**src/rtl/march_pkg.sv**
```systemverilog
package march_pkg;
  localparam int ELEM_W = 3;
  localparam int OPI_W  = 2;

  // bit1: write, bit0: data value (written or expected)
  typedef enum logic [1:0] {OP_R0 = 2'b00, OP_R1 = 2'b01, OP_W0 = 2'b10, OP_W1 = 2'b11} op_t;

  typedef struct packed {
    logic       down;
    logic [1:0] nops;
    op_t        op2;
    op_t        op1;
    op_t        op0;
  } elem_t;

  function automatic elem_t mk(input logic dn, input logic [1:0] n,
                               input op_t a, input op_t b, input op_t c);
    elem_t e;
    e.down = dn; e.nops = n; e.op0 = a; e.op1 = b; e.op2 = c;
    return e;
  endfunction

  function automatic op_t pick(input elem_t e, input logic [OPI_W-1:0] i);
    case (i)
      2'd0:    return e.op0;
      2'd1:    return e.op1;
      default: return e.op2;
    endcase
  endfunction

  function automatic logic [ELEM_W-1:0] n_elems(input logic [2:0] alg);
    case (alg)
      3'd3, 3'd5: return 3'd4;
      3'd4:       return 3'd6;
      default:    return 3'd3;
    endcase
  endfunction

  function automatic elem_t elem_at(input logic [2:0] alg, input logic [ELEM_W-1:0] idx);
    elem_t w0u, r0w1u;
    w0u   = mk(1'b0, 2'd1, OP_W0, OP_R0, OP_R0);
    r0w1u = mk(1'b0, 2'd2, OP_R0, OP_W1, OP_R0);
    if (idx == 3'd0) return w0u;
    case (alg)
      3'd1: return (idx == 3'd1) ? r0w1u : mk(1'b1, 2'd2, OP_R1, OP_W0, OP_R0);
      3'd2: return (idx == 3'd1) ? r0w1u : mk(1'b1, 2'd3, OP_R1, OP_W0, OP_R0);
      3'd3: case (idx)
              3'd1:    return r0w1u;
              3'd2:    return mk(1'b1, 2'd2, OP_R1, OP_W0, OP_R0);
              default: return mk(1'b0, 2'd1, OP_R0, OP_R0, OP_R0);
            endcase
      3'd4: case (idx)
              3'd1:    return r0w1u;
              3'd2:    return mk(1'b0, 2'd2, OP_R1, OP_W0, OP_R0);
              3'd3:    return mk(1'b1, 2'd2, OP_R0, OP_W1, OP_R0);
              3'd4:    return mk(1'b1, 2'd2, OP_R1, OP_W0, OP_R0);
              default: return mk(1'b0, 2'd1, OP_R0, OP_R0, OP_R0);
            endcase
      3'd5: case (idx)
              3'd1:    return mk(1'b0, 2'd3, OP_R0, OP_W1, OP_R1);
              3'd2:    return mk(1'b1, 2'd3, OP_R1, OP_W0, OP_R0);
              default: return mk(1'b0, 2'd1, OP_R0, OP_R0, OP_R0);
            endcase
      default: return (idx == 3'd1) ? r0w1u : mk(1'b0, 2'd1, OP_R1, OP_R0, OP_R0);
    endcase
  endfunction
endpackage

```
**src/rtl/march_addr.sv**
```systemverilog
module march_addr #(
  parameter int DEPTH = 16,
  localparam int AW = $clog2(DEPTH)
) (
  input  logic          clk,
  input  logic          rst,
  input  logic          load,
  input  logic          load_down,
  input  logic          step,
  input  logic          down,
  output logic [AW-1:0] addr,
  output logic          at_end
);
  localparam logic [AW-1:0] TOP = AW'(DEPTH - 1);

  always_ff @(posedge clk) begin
    if (rst)       addr <= '0;
    else if (load) addr <= load_down ? TOP : '0;
    else if (step) addr <= down ? addr - 1'b1 : addr + 1'b1;
  end

  assign at_end = down ? (addr == '0) : (addr == TOP);
endmodule

```
**src/rtl/march_seq.sv**
```systemverilog
module march_seq
  import march_pkg::*;
(
  input  logic              clk,
  input  logic              rst,
  input  logic              start,
  input  logic [2:0]        alg_sel,
  input  logic              at_end,
  output logic              busy,
  output logic              run,
  output logic              load,
  output logic              load_down,
  output logic              step,
  output logic              cur_down,
  output logic [ELEM_W-1:0] elem,
  output logic [OPI_W-1:0]  opi,
  output op_t               op,
  output logic              done
);
  typedef enum logic [1:0] {S_IDLE, S_RUN, S_FIN} st_t;
  st_t        st;
  logic [2:0] alg_q;
  elem_t      cur;
  logic       last_op, last_elem;

  always_comb begin
    cur       = elem_at(alg_q, elem);
    op        = pick(cur, opi);
    cur_down  = cur.down;
    last_op   = (opi == cur.nops - 2'd1);
    last_elem = (elem == n_elems(alg_q) - 3'd1);
    run       = (st == S_RUN);
    busy      = (st != S_IDLE);
    load      = ((st == S_IDLE) && start) || (run && last_op && at_end && !last_elem);
    load_down = (st == S_IDLE) ? elem_at(alg_sel, '0).down
                               : elem_at(alg_q, ELEM_W'(elem + 3'd1)).down;
    step      = run && last_op && !at_end;
  end

  always_ff @(posedge clk) begin
    if (rst) begin
      st <= S_IDLE; alg_q <= '0; elem <= '0; opi <= '0; done <= 1'b0;
    end else begin
      done <= 1'b0;
      case (st)
        S_IDLE: if (start) begin
          alg_q <= alg_sel; elem <= '0; opi <= '0; st <= S_RUN;
        end
        S_RUN: begin
          if (!last_op) opi <= opi + 2'd1;
          else begin
            opi <= '0;
            if (at_end) begin
              if (last_elem) st <= S_FIN;
              else           elem <= elem + 3'd1;
            end
          end
        end
        default: begin
          st <= S_IDLE; done <= 1'b1;
        end
      endcase
    end
  end
endmodule

```
**src/rtl/march_cmp.sv**
```systemverilog
module march_cmp
  import march_pkg::*;
#(
  parameter int AW = 4
) (
  input  logic              clk,
  input  logic              rst,
  input  logic              clear,
  input  logic              rd_issue,
  input  logic              rd_exp,
  input  logic [AW-1:0]     rd_addr,
  input  logic [ELEM_W-1:0] rd_elem,
  input  logic [OPI_W-1:0]  rd_op,
  input  logic              rdata,
  output logic              fail,
  output logic [AW-1:0]     fail_addr,
  output logic [ELEM_W-1:0] fail_elem,
  output logic [OPI_W-1:0]  fail_op
);
  logic              vld_q, exp_q;
  logic [AW-1:0]     addr_q;
  logic [ELEM_W-1:0] elem_q;
  logic [OPI_W-1:0]  op_q;
  logic              miss;

  always_ff @(posedge clk) begin
    if (rst) begin
      vld_q <= 1'b0; exp_q <= 1'b0; addr_q <= '0; elem_q <= '0; op_q <= '0;
    end else begin
      vld_q <= rd_issue; exp_q <= rd_exp; addr_q <= rd_addr;
      elem_q <= rd_elem; op_q <= rd_op;
    end
  end

  assign miss = vld_q && (rdata != exp_q);

  always_ff @(posedge clk) begin
    if (rst || clear) begin
      fail <= 1'b0; fail_addr <= '0; fail_elem <= '0; fail_op <= '0;
    end else if (miss && !fail) begin
      fail <= 1'b1; fail_addr <= addr_q; fail_elem <= elem_q; fail_op <= op_q;
    end
  end
endmodule

```
**src/rtl/march_bist.sv**
```systemverilog
module march_bist
  import march_pkg::*;
#(
  parameter int DEPTH = 16,
  localparam int AW = $clog2(DEPTH)
) (
  input  logic              clk,
  input  logic              rst,
  input  logic              start,
  input  logic [2:0]        alg_sel,
  input  logic              mem_rdata,
  output logic [AW-1:0]     mem_addr,
  output logic              mem_we,
  output logic              mem_wdata,
  output logic              mem_re,
  output logic              busy,
  output logic              done,
  output logic              fail,
  output logic [AW-1:0]     fail_addr,
  output logic [ELEM_W-1:0] fail_elem,
  output logic [OPI_W-1:0]  fail_op
);
  logic              run, load, load_down, step, cur_down, at_end;
  logic [ELEM_W-1:0] elem;
  logic [OPI_W-1:0]  opi;
  op_t               op;

  march_seq u_seq (
    .clk(clk), .rst(rst), .start(start), .alg_sel(alg_sel), .at_end(at_end),
    .busy(busy), .run(run), .load(load), .load_down(load_down), .step(step),
    .cur_down(cur_down), .elem(elem), .opi(opi), .op(op), .done(done)
  );

  march_addr #(.DEPTH(DEPTH)) u_addr (
    .clk(clk), .rst(rst), .load(load), .load_down(load_down), .step(step),
    .down(cur_down), .addr(mem_addr), .at_end(at_end)
  );

  assign mem_we    = run && op[1];
  assign mem_re    = run && !op[1];
  assign mem_wdata = op[0];

  march_cmp #(.AW(AW)) u_cmp (
    .clk(clk), .rst(rst), .clear(start && !busy), .rd_issue(mem_re),
    .rd_exp(op[0]), .rd_addr(mem_addr), .rd_elem(elem), .rd_op(opi),
    .rdata(mem_rdata), .fail(fail), .fail_addr(fail_addr),
    .fail_elem(fail_elem), .fail_op(fail_op)
  );
endmodule

```
**config.mk**
```make
export PLATFORM = sky130hd
export DESIGN_NAME = march_bist
export DESIGN_NICKNAME = d
export VERILOG_FILES = /design/src/rtl/march_pkg.sv /design/src/rtl/march_addr.sv /design/src/rtl/march_seq.sv /design/src/rtl/march_cmp.sv /design/src/rtl/march_bist.sv
export SDC_FILE = /design/constraint.sdc
export NUM_CORES = 1
export LEC_CHECK = 0
export BUFFER_PORTS_ARGS = -buffer_cell sky130_fd_sc_hd__clkbuf_2
export CAP_MARGIN = 40
export CORE_UTILIZATION = 30
export DETAILED_ROUTE_END_ITERATION = 8
export PLACE_DENSITY = 0.44
export SLEW_MARGIN = 20
export SYNTH_ARGS = -nofsm -noshare
export SYNTH_HDL_FRONTEND = slang
export SYNTH_SLANG_ARGS = --single-unit
```
**constraint.sdc**
```tcl
create_clock -name clk -period 3.8 [get_ports clk]
set_input_delay 0.57 -clock clk [delete_from_list [all_inputs] [get_ports clk]]
set_output_delay 0.57 -clock clk [all_outputs]
set_load 0.03 [all_outputs]
```
; Word level (Yosys, flattened, before mapping)
; Index checks and enable logic that the tools add are counted.
[word_totals]
output_inout_bits = 19
word_cells = 118
reg_bits = 36
input_bits = 7
[classes]
muxes = 42
reduce_logical = 31
eq_ne = 24
add_sub_neg = 6
[ops]
columns = operator, n
row1 = $pmux 9 s5, 2
row2 = $mux 9, 8
row3 = $pmux 9 s2, 4
row4 = $pmux 9 s4, 2
row5 = $eq 3x2->1 const B, 6
row6 = $mux 4, 4
row7 = $mux 8, 2
row8 = $eq 3x3->1 const B, 4
row9 = $mux 2, 6
row10 = $mux 3, 4
row11 = $pmux 2 s2, 3
row12 = $pmux 3 s2, 2
row13 = $logic_and 1x1->1, 10
row14 = $eq 3x1->1 const B, 3
row15 = $logic_not 3->1, 2
row16 = $ne 2x1->1 const B, 3
row17 = $reduce_bool 2->1, 3
row18 = $logic_not 1->1, 5
row19 = $mux 1, 5
row20 = $reduce_and 5->1, 1
row21 = $add 4x1->4 const B, 1
row22 = $eq 2x1->1 const B, 2
row23 = $eq 4x4->1 const B, 1
row24 = $logic_not 2->1, 2
row25 = other kinds (14), 18

; Depth between registers and ports, before layout
[depth]
ltp_word = 11
mapped_depth = 13
mapped_depth_nobuf = 13

; By module
; A second synthesis with hierarchy kept.
[hier_totals]
cells_unflattened = 256
hier_area_um2 = 2164.6
[by_module_without_submodules]
columns = module, n_inst, cells_each, area_per_inst_um2, seq_area_each_um2
row1 = march_seq, 1, 148, 1129.8, 220.2
row2 = march_cmp, 1, 69, 709.4, 420.4
row3 = march_addr, 1, 36, 302.8, 80.1
row4 = march_bist, 1, 3, 22.5, 0.0

; Worst setup path after synthesis
; No wires, ideal clock.
[synth_timing]
path_kind = register to register
startpoint = register u_seq.elem[0]
endpoint = register u_addr.addr[3]
t_required_ps = 3714
arrival_time_ps = 2734
synth_period_minus_slack_ps = 2820
stages_incl_launch_ff = 14
path_slack_ps = 980
setup_ps = 86
n_path_buf = 0
path_cell_list = dfxtp_1 -> inv_1 -> ha_1 -> mux2i_1 -> nor3_1 -> o311ai_4 -> inv_1 -> ha_1 -> a21o_1 -> a21oi_1 -> xnor2_1 -> a211oi_1 -> xnor2_1 -> a211oi_1
[synth_via]
elab_chain_cells = 11
elab_cells_between_ends = 45
cone_classes = add/sub (2) / eq/ne (10) / mux (23) / reduce/logical (10)
[synth_lines]
columns = item, line
row1 = from (decl), march_seq.sv:15  ; output logic [ELEM_W-1:0] elem,
row2 = from (signal assigned), march_seq.sv:55  ; else elem <= elem + 3'd1;
row3 = $eq 3x3->1 (tied with other cells), march_pkg.sv:52  ; 3'd4: case (idx)
row4 = $pmux 9 s4 (tied with other cells), march_pkg.sv:52
row5 = $pmux 9 s5, march_pkg.sv:44  ; case (alg)
row6 = $mux 9, march_pkg.sv:44
row7 = $sub 2x1->2, march_seq.sv:30  ; last_op = (opi == cur.nops - 2'd1);
row8 = $eq 2x2->1, march_seq.sv:30
row9 = $logic_and 1x1->1, "march_seq.sv:34, march_seq.sv:37"
row10 = $logic_and 1x1->1 (2 in series), march_seq.sv:34  ; load = ((st == S_IDLE) && start) || (run && last_op && at_end && !last_elem);
row11 = $logic_or 1x1->1, march_seq.sv:34
row12 = $mux 4 / $reduce_bool 2->1 (equally long branches), -
row13 = to (signal assigned), march_addr.sv:18  ; else if (load) addr <= load_down ? TOP : '0;
row14 = to (signal assigned), march_addr.sv:19  ; else if (step) addr <= down ? addr - 1'b1 : addr + 1'b1;
row15 = to (decl), march_addr.sv:11  ; output logic [AW-1:0] addr,
; Several ways; a longest one is shown, not always the timed one. The select of a mux whose other input is x is not followed.
; A chain may end at the register's enable or synchronous reset.

; Worst setup path after layout
; Ends and elaborated chain as after synthesis.

==> results.py <==
metrics = {
    "setup_path": {
        "critical_path.max_fanout": 7,
        "slowest_delay_ns": 0.45,
        "slowest_stage": "dfxtp_1",
        "path_delay_family": "compound AO/OA/AOI/OAI gates",
        "crit_buf_inv": 2,
        "r2r_setup_slack_ns": 0.67,
        "end_kind": "flip-flop",
        "critPathRequiredTime_ns": 4.00,
        "setup.worst_path.start_class": "flip-flop",
        "path_cells": "inv_1 -> ha_1 -> mux2i_1 -> nor3_1 -> o311ai_4 -> inv_1 -> ha_1 -> a21o_1 -> a21oi_1 -> xnor2_1 -> a211oi_1 -> xnor2_1 -> a211oi_1",
        "r2r-end": "u_addr.addr[3]$_SDFFE_PP0P_",
        "reg2reg_depth": 13,
        "cp.arrival_ns": 3.33,
        "crit_type": "reg2reg",
        "worst_r2r_startpoint": "u_seq.elem[0]$_SDFFE_PP0P_",
    },
    "power": {
        "power_uw": 836,
        "powerDensity_mw_per_mm2": 354,
        "p_leak_uw": 0.000881,
        "peakVddDrop_mv": 0.146,
    },
    "synth": {
        "synth_flop_cell": "dfxtp_1",
        "synthMuxAreaShare_pct": 7.30,
        "synth_compound_area_share_pct": 20.0,
        "synth_cell_types": 53,
        "ys_seq_area_share_pct": 34.7,
        "synth_nets": 249,
        "synth-simple-area-share_pct": 21.5,
        "syn_inst": 230,
        "syn_avg_cell_area_um2": 9.02,
        "synthMostInstantiatedCell": "dfxtp_1",
        "synth-edff-count": 0,
        "synth_top_cell_area_share_pct": 34.7,
        "ys_warn_count": 0,
        "synth-xor-area-share_pct": 3.86,
        "synth_top_family_by_area": "simple AND/OR/NAND/NOR gates",
        "yosys-top-cells-count": "dfxtp_1, nor2_1, a21oi_1, mux2i_1",
        "ys_ff_latch": 36,
        "synthArstFlopShare_pct": 0,
        "synth_fa_ha_area_share_pct": 7.60,
        "yosysTopAreaCell": "dfxtp_1",
        "synth.area.top_cells": "dfxtp_1, mux2i_1, ha_1",
        "synth_area_mm2": 0.00207,
    },
    "clock_tree": {
        "cts-root-buf": "clkbuf_8",
        "cts_sinks": 36,
        "cts_tree": "done",
        "clk_latency_ns": 0.29,
        "htreeDepth": 2,
        "numCtsBuffers": 5,
        "cts_setup_buffers": 0,
        "clkTransAtPathRegs_ns": 0.08,
        "postCtsHoldBufs": 0,
        "cts_resized": 0,
        "clk_path_buf_depth": 2,
    },
    "detailed_routing": {
        "routed_wl_mm": 5.10,
        "drc_errors": 0,
        "drtIter0Drc": 59,
        "wire_per_inst_um": 15.4,
        "num_vias": 1691,
        "avgViaCountPerCell": 5.11,
        "dr.pass1.iters": 4,
        "antenna_left": 0,
    },
    "worst_hold_path": {
        "holdPathEnd": "u_cmp.fail_elem[2]$_SDFFE_PP0P_",
        "hp-class": "reg2reg",
        "min_path_cells": 2,
        "holdCritStartpoint": "u_cmp.elem_q[2]$_SDFF_PP0_",
    },
    "floorplan": {
        "dieHeight_um": 85.2,
        "coreArea_mm2": 0.00649,
        "row_count": 29,
        "initial_core_util_pct": 31.9,
        "dieArea_mm2": 0.00725,
        "ioPinCount": 26,
        "die_w_um": 85.2,
    },
    "placement": {
        "finalWeightedCongestion": 0.853,
        "hpwl_mm": 3.74,
        "portBuffers": 25,
        "place_inst": 323,
    },
    "timing": {
        "hold_slack_ns": 0.464,
        "final.setup.tns_ns": 0,
        "hold_viol_final": 0,
        "fin_crit_ns": 3.13,
        "skew_ns": 0.00441,
        "max_freq_mhz": 320,
        "rsz0062_at_grt": "false",
        "relSlewSlack_pct": 59.6,
        "maxSlewViolCount": 0,
        "finalSetupViolCount": 0,
        "tightest_slew_ns": 0.600,
        "fin_crit_sh_pct": 82.3,
    },
    "global_route": {
        "antenna_found_initial": 0,
        "grt_pass1_wl_mm": 8.36,
        "gr-total-overflow": 0,
        "track_usage_pct": 14.9,
        "first_global_vias": 1611,
        "grt_max_degree": 27,
    },
    "finish": {
        "ff_latch_area_um2": 721,
        "multiInputGateArea_mm2": 0.00125,
        "drive_above_1_share_pct": 19.3,
        "area.growth.synth_to_final_pct": 13.8,
        "final_cells": 331,
        "antenna-diode-count": 0,
        "filler_cell_count": 664,
        "final_core_utilization_pct": 36.3,
        "nets": 272,
    },
    "job": {
        "drv_cap": 0,
    },
    "run_status": {
        "status": "completed",
    },
}
==> area by class of cell <==
class	instances	share of cell area [%]
multi-input cells	172	53.1
inverters	12	1.91
repair buffers	26	5.62
well taps	77	4.08
flip-flops and latches	36	30.5
clock inverters	3	1.80
clock buffers	5	2.92
==> placed cells by master (no fill, tap or decap), types with 2 or more instances in the layout <==
master,n
nor4_1,4
clkbuf_8,5
nand4_1,3
nor2b_1,7
a311o_1,3
and2_1,2
o2111ai_1,3
a21o_1,3
inv_1,12
ha_1,11
nor2_1,31
clkbuf_2,25
nand2_1,12
o31ai_1,3
mux2i_1,14
a211oi_1,6
a21oi_1,14
xnor2_1,6
o211ai_1,2
o21ai_0,6
nand3_1,7
nand2b_1,3
dfxtp_1,36
nor3_1,5
==> routing by layer <==
metal  up-vias  GRT usage, %  routed length [µm]  part of all wire [%]
li1        875             -                   -                     -
met1       780          20.0                2540                    50
met2        34          23.9                2330                    46
met3         2          3.70                 193                   3.8
met4         0          3.70                  29                  0.57
met5         -             0                   0                     0
==> cells by family (layout without fill, tap and decap cells) <==
group,count (synthesis),in the layout
AOI/OAI and AO/OA,51,51
xor gates and xnor gates,7,7
adders and majority gates,12,12
buffers and inverters,22,46
DFF,36,36
muxes,15,15
and+or+nand+nor,87,87
==> how the worst max path moves through the flow <==
stage	startpoint	endpoint	cells after the start	slack [ns]
2_1_floorplan	u_seq.elem[0]$_SDFFE_PP0P_	u_addr.addr[3]$_SDFFE_PP0P_	13	0.98
3_3_place_gp	u_seq.elem[0]$_SDFFE_PP0P_	u_addr.addr[3]$_SDFFE_PP0P_	13	0.78
3_5_place_dp	u_seq.elem[0]$_SDFFE_PP0P_	u_addr.addr[3]$_SDFFE_PP0P_	13	0.68
4_1_cts	u_seq.elem[0]$_SDFFE_PP0P_	u_addr.addr[3]$_SDFFE_PP0P_	13	0.67
5_1_grt	u_seq.elem[0]$_SDFFE_PP0P_	u_addr.addr[3]$_SDFFE_PP0P_	13	0.35
6_report	u_seq.elem[0]$_SDFFE_PP0P_	u_addr.addr[3]$_SDFFE_PP0P_	13	0.67
==> through the flow <==
| stage | worst slack, ns | area (µm²) |
|---|---|---|
| after detailed placement | 0.682 | 2250 |
| after global routing | 0.349 | 2360 |
| after global placement | 0.783 | 2240 |
| after floorplan | 0.980 | 2070 |
| after CTS | 0.674 | 2360 |
| final | 0.673 | 2360 |
==> flip-flops by register name (all words and copies together) (netlist names), 3 cells and up <==
register	cells
u_addr.addr	4
u_cmp.elem_q	3
u_seq.elem	3
u_seq.alg_q	3
u_cmp.fail_elem	3
u_cmp.addr_q	4
u_cmp.fail_addr	4
==> power by group <==
part	switching, µW	internal, µW	leakage, µW
Combinational	62.5	32.5	0.000535
Sequential	14.6	385	0.000292
Clock	147	194	0.0000541
Total	224	612	0.000881
==> worst reg2reg max path: stages, from the launching register on <==
cell and delay (ns):
dfxtp_1 0.45, inv_1 0.14, ha_1 0.31, mux2i_1 0.25, nor3_1 0.11, o311ai_4 0.42
inv_1 0.12, ha_1 0.30, a21o_1 0.17, a21oi_1 0.17, xnor2_1 0.08, a211oi_1 0.23
xnor2_1 0.09, a211oi_1 0.21
Power figures use the tool's default switching activity.
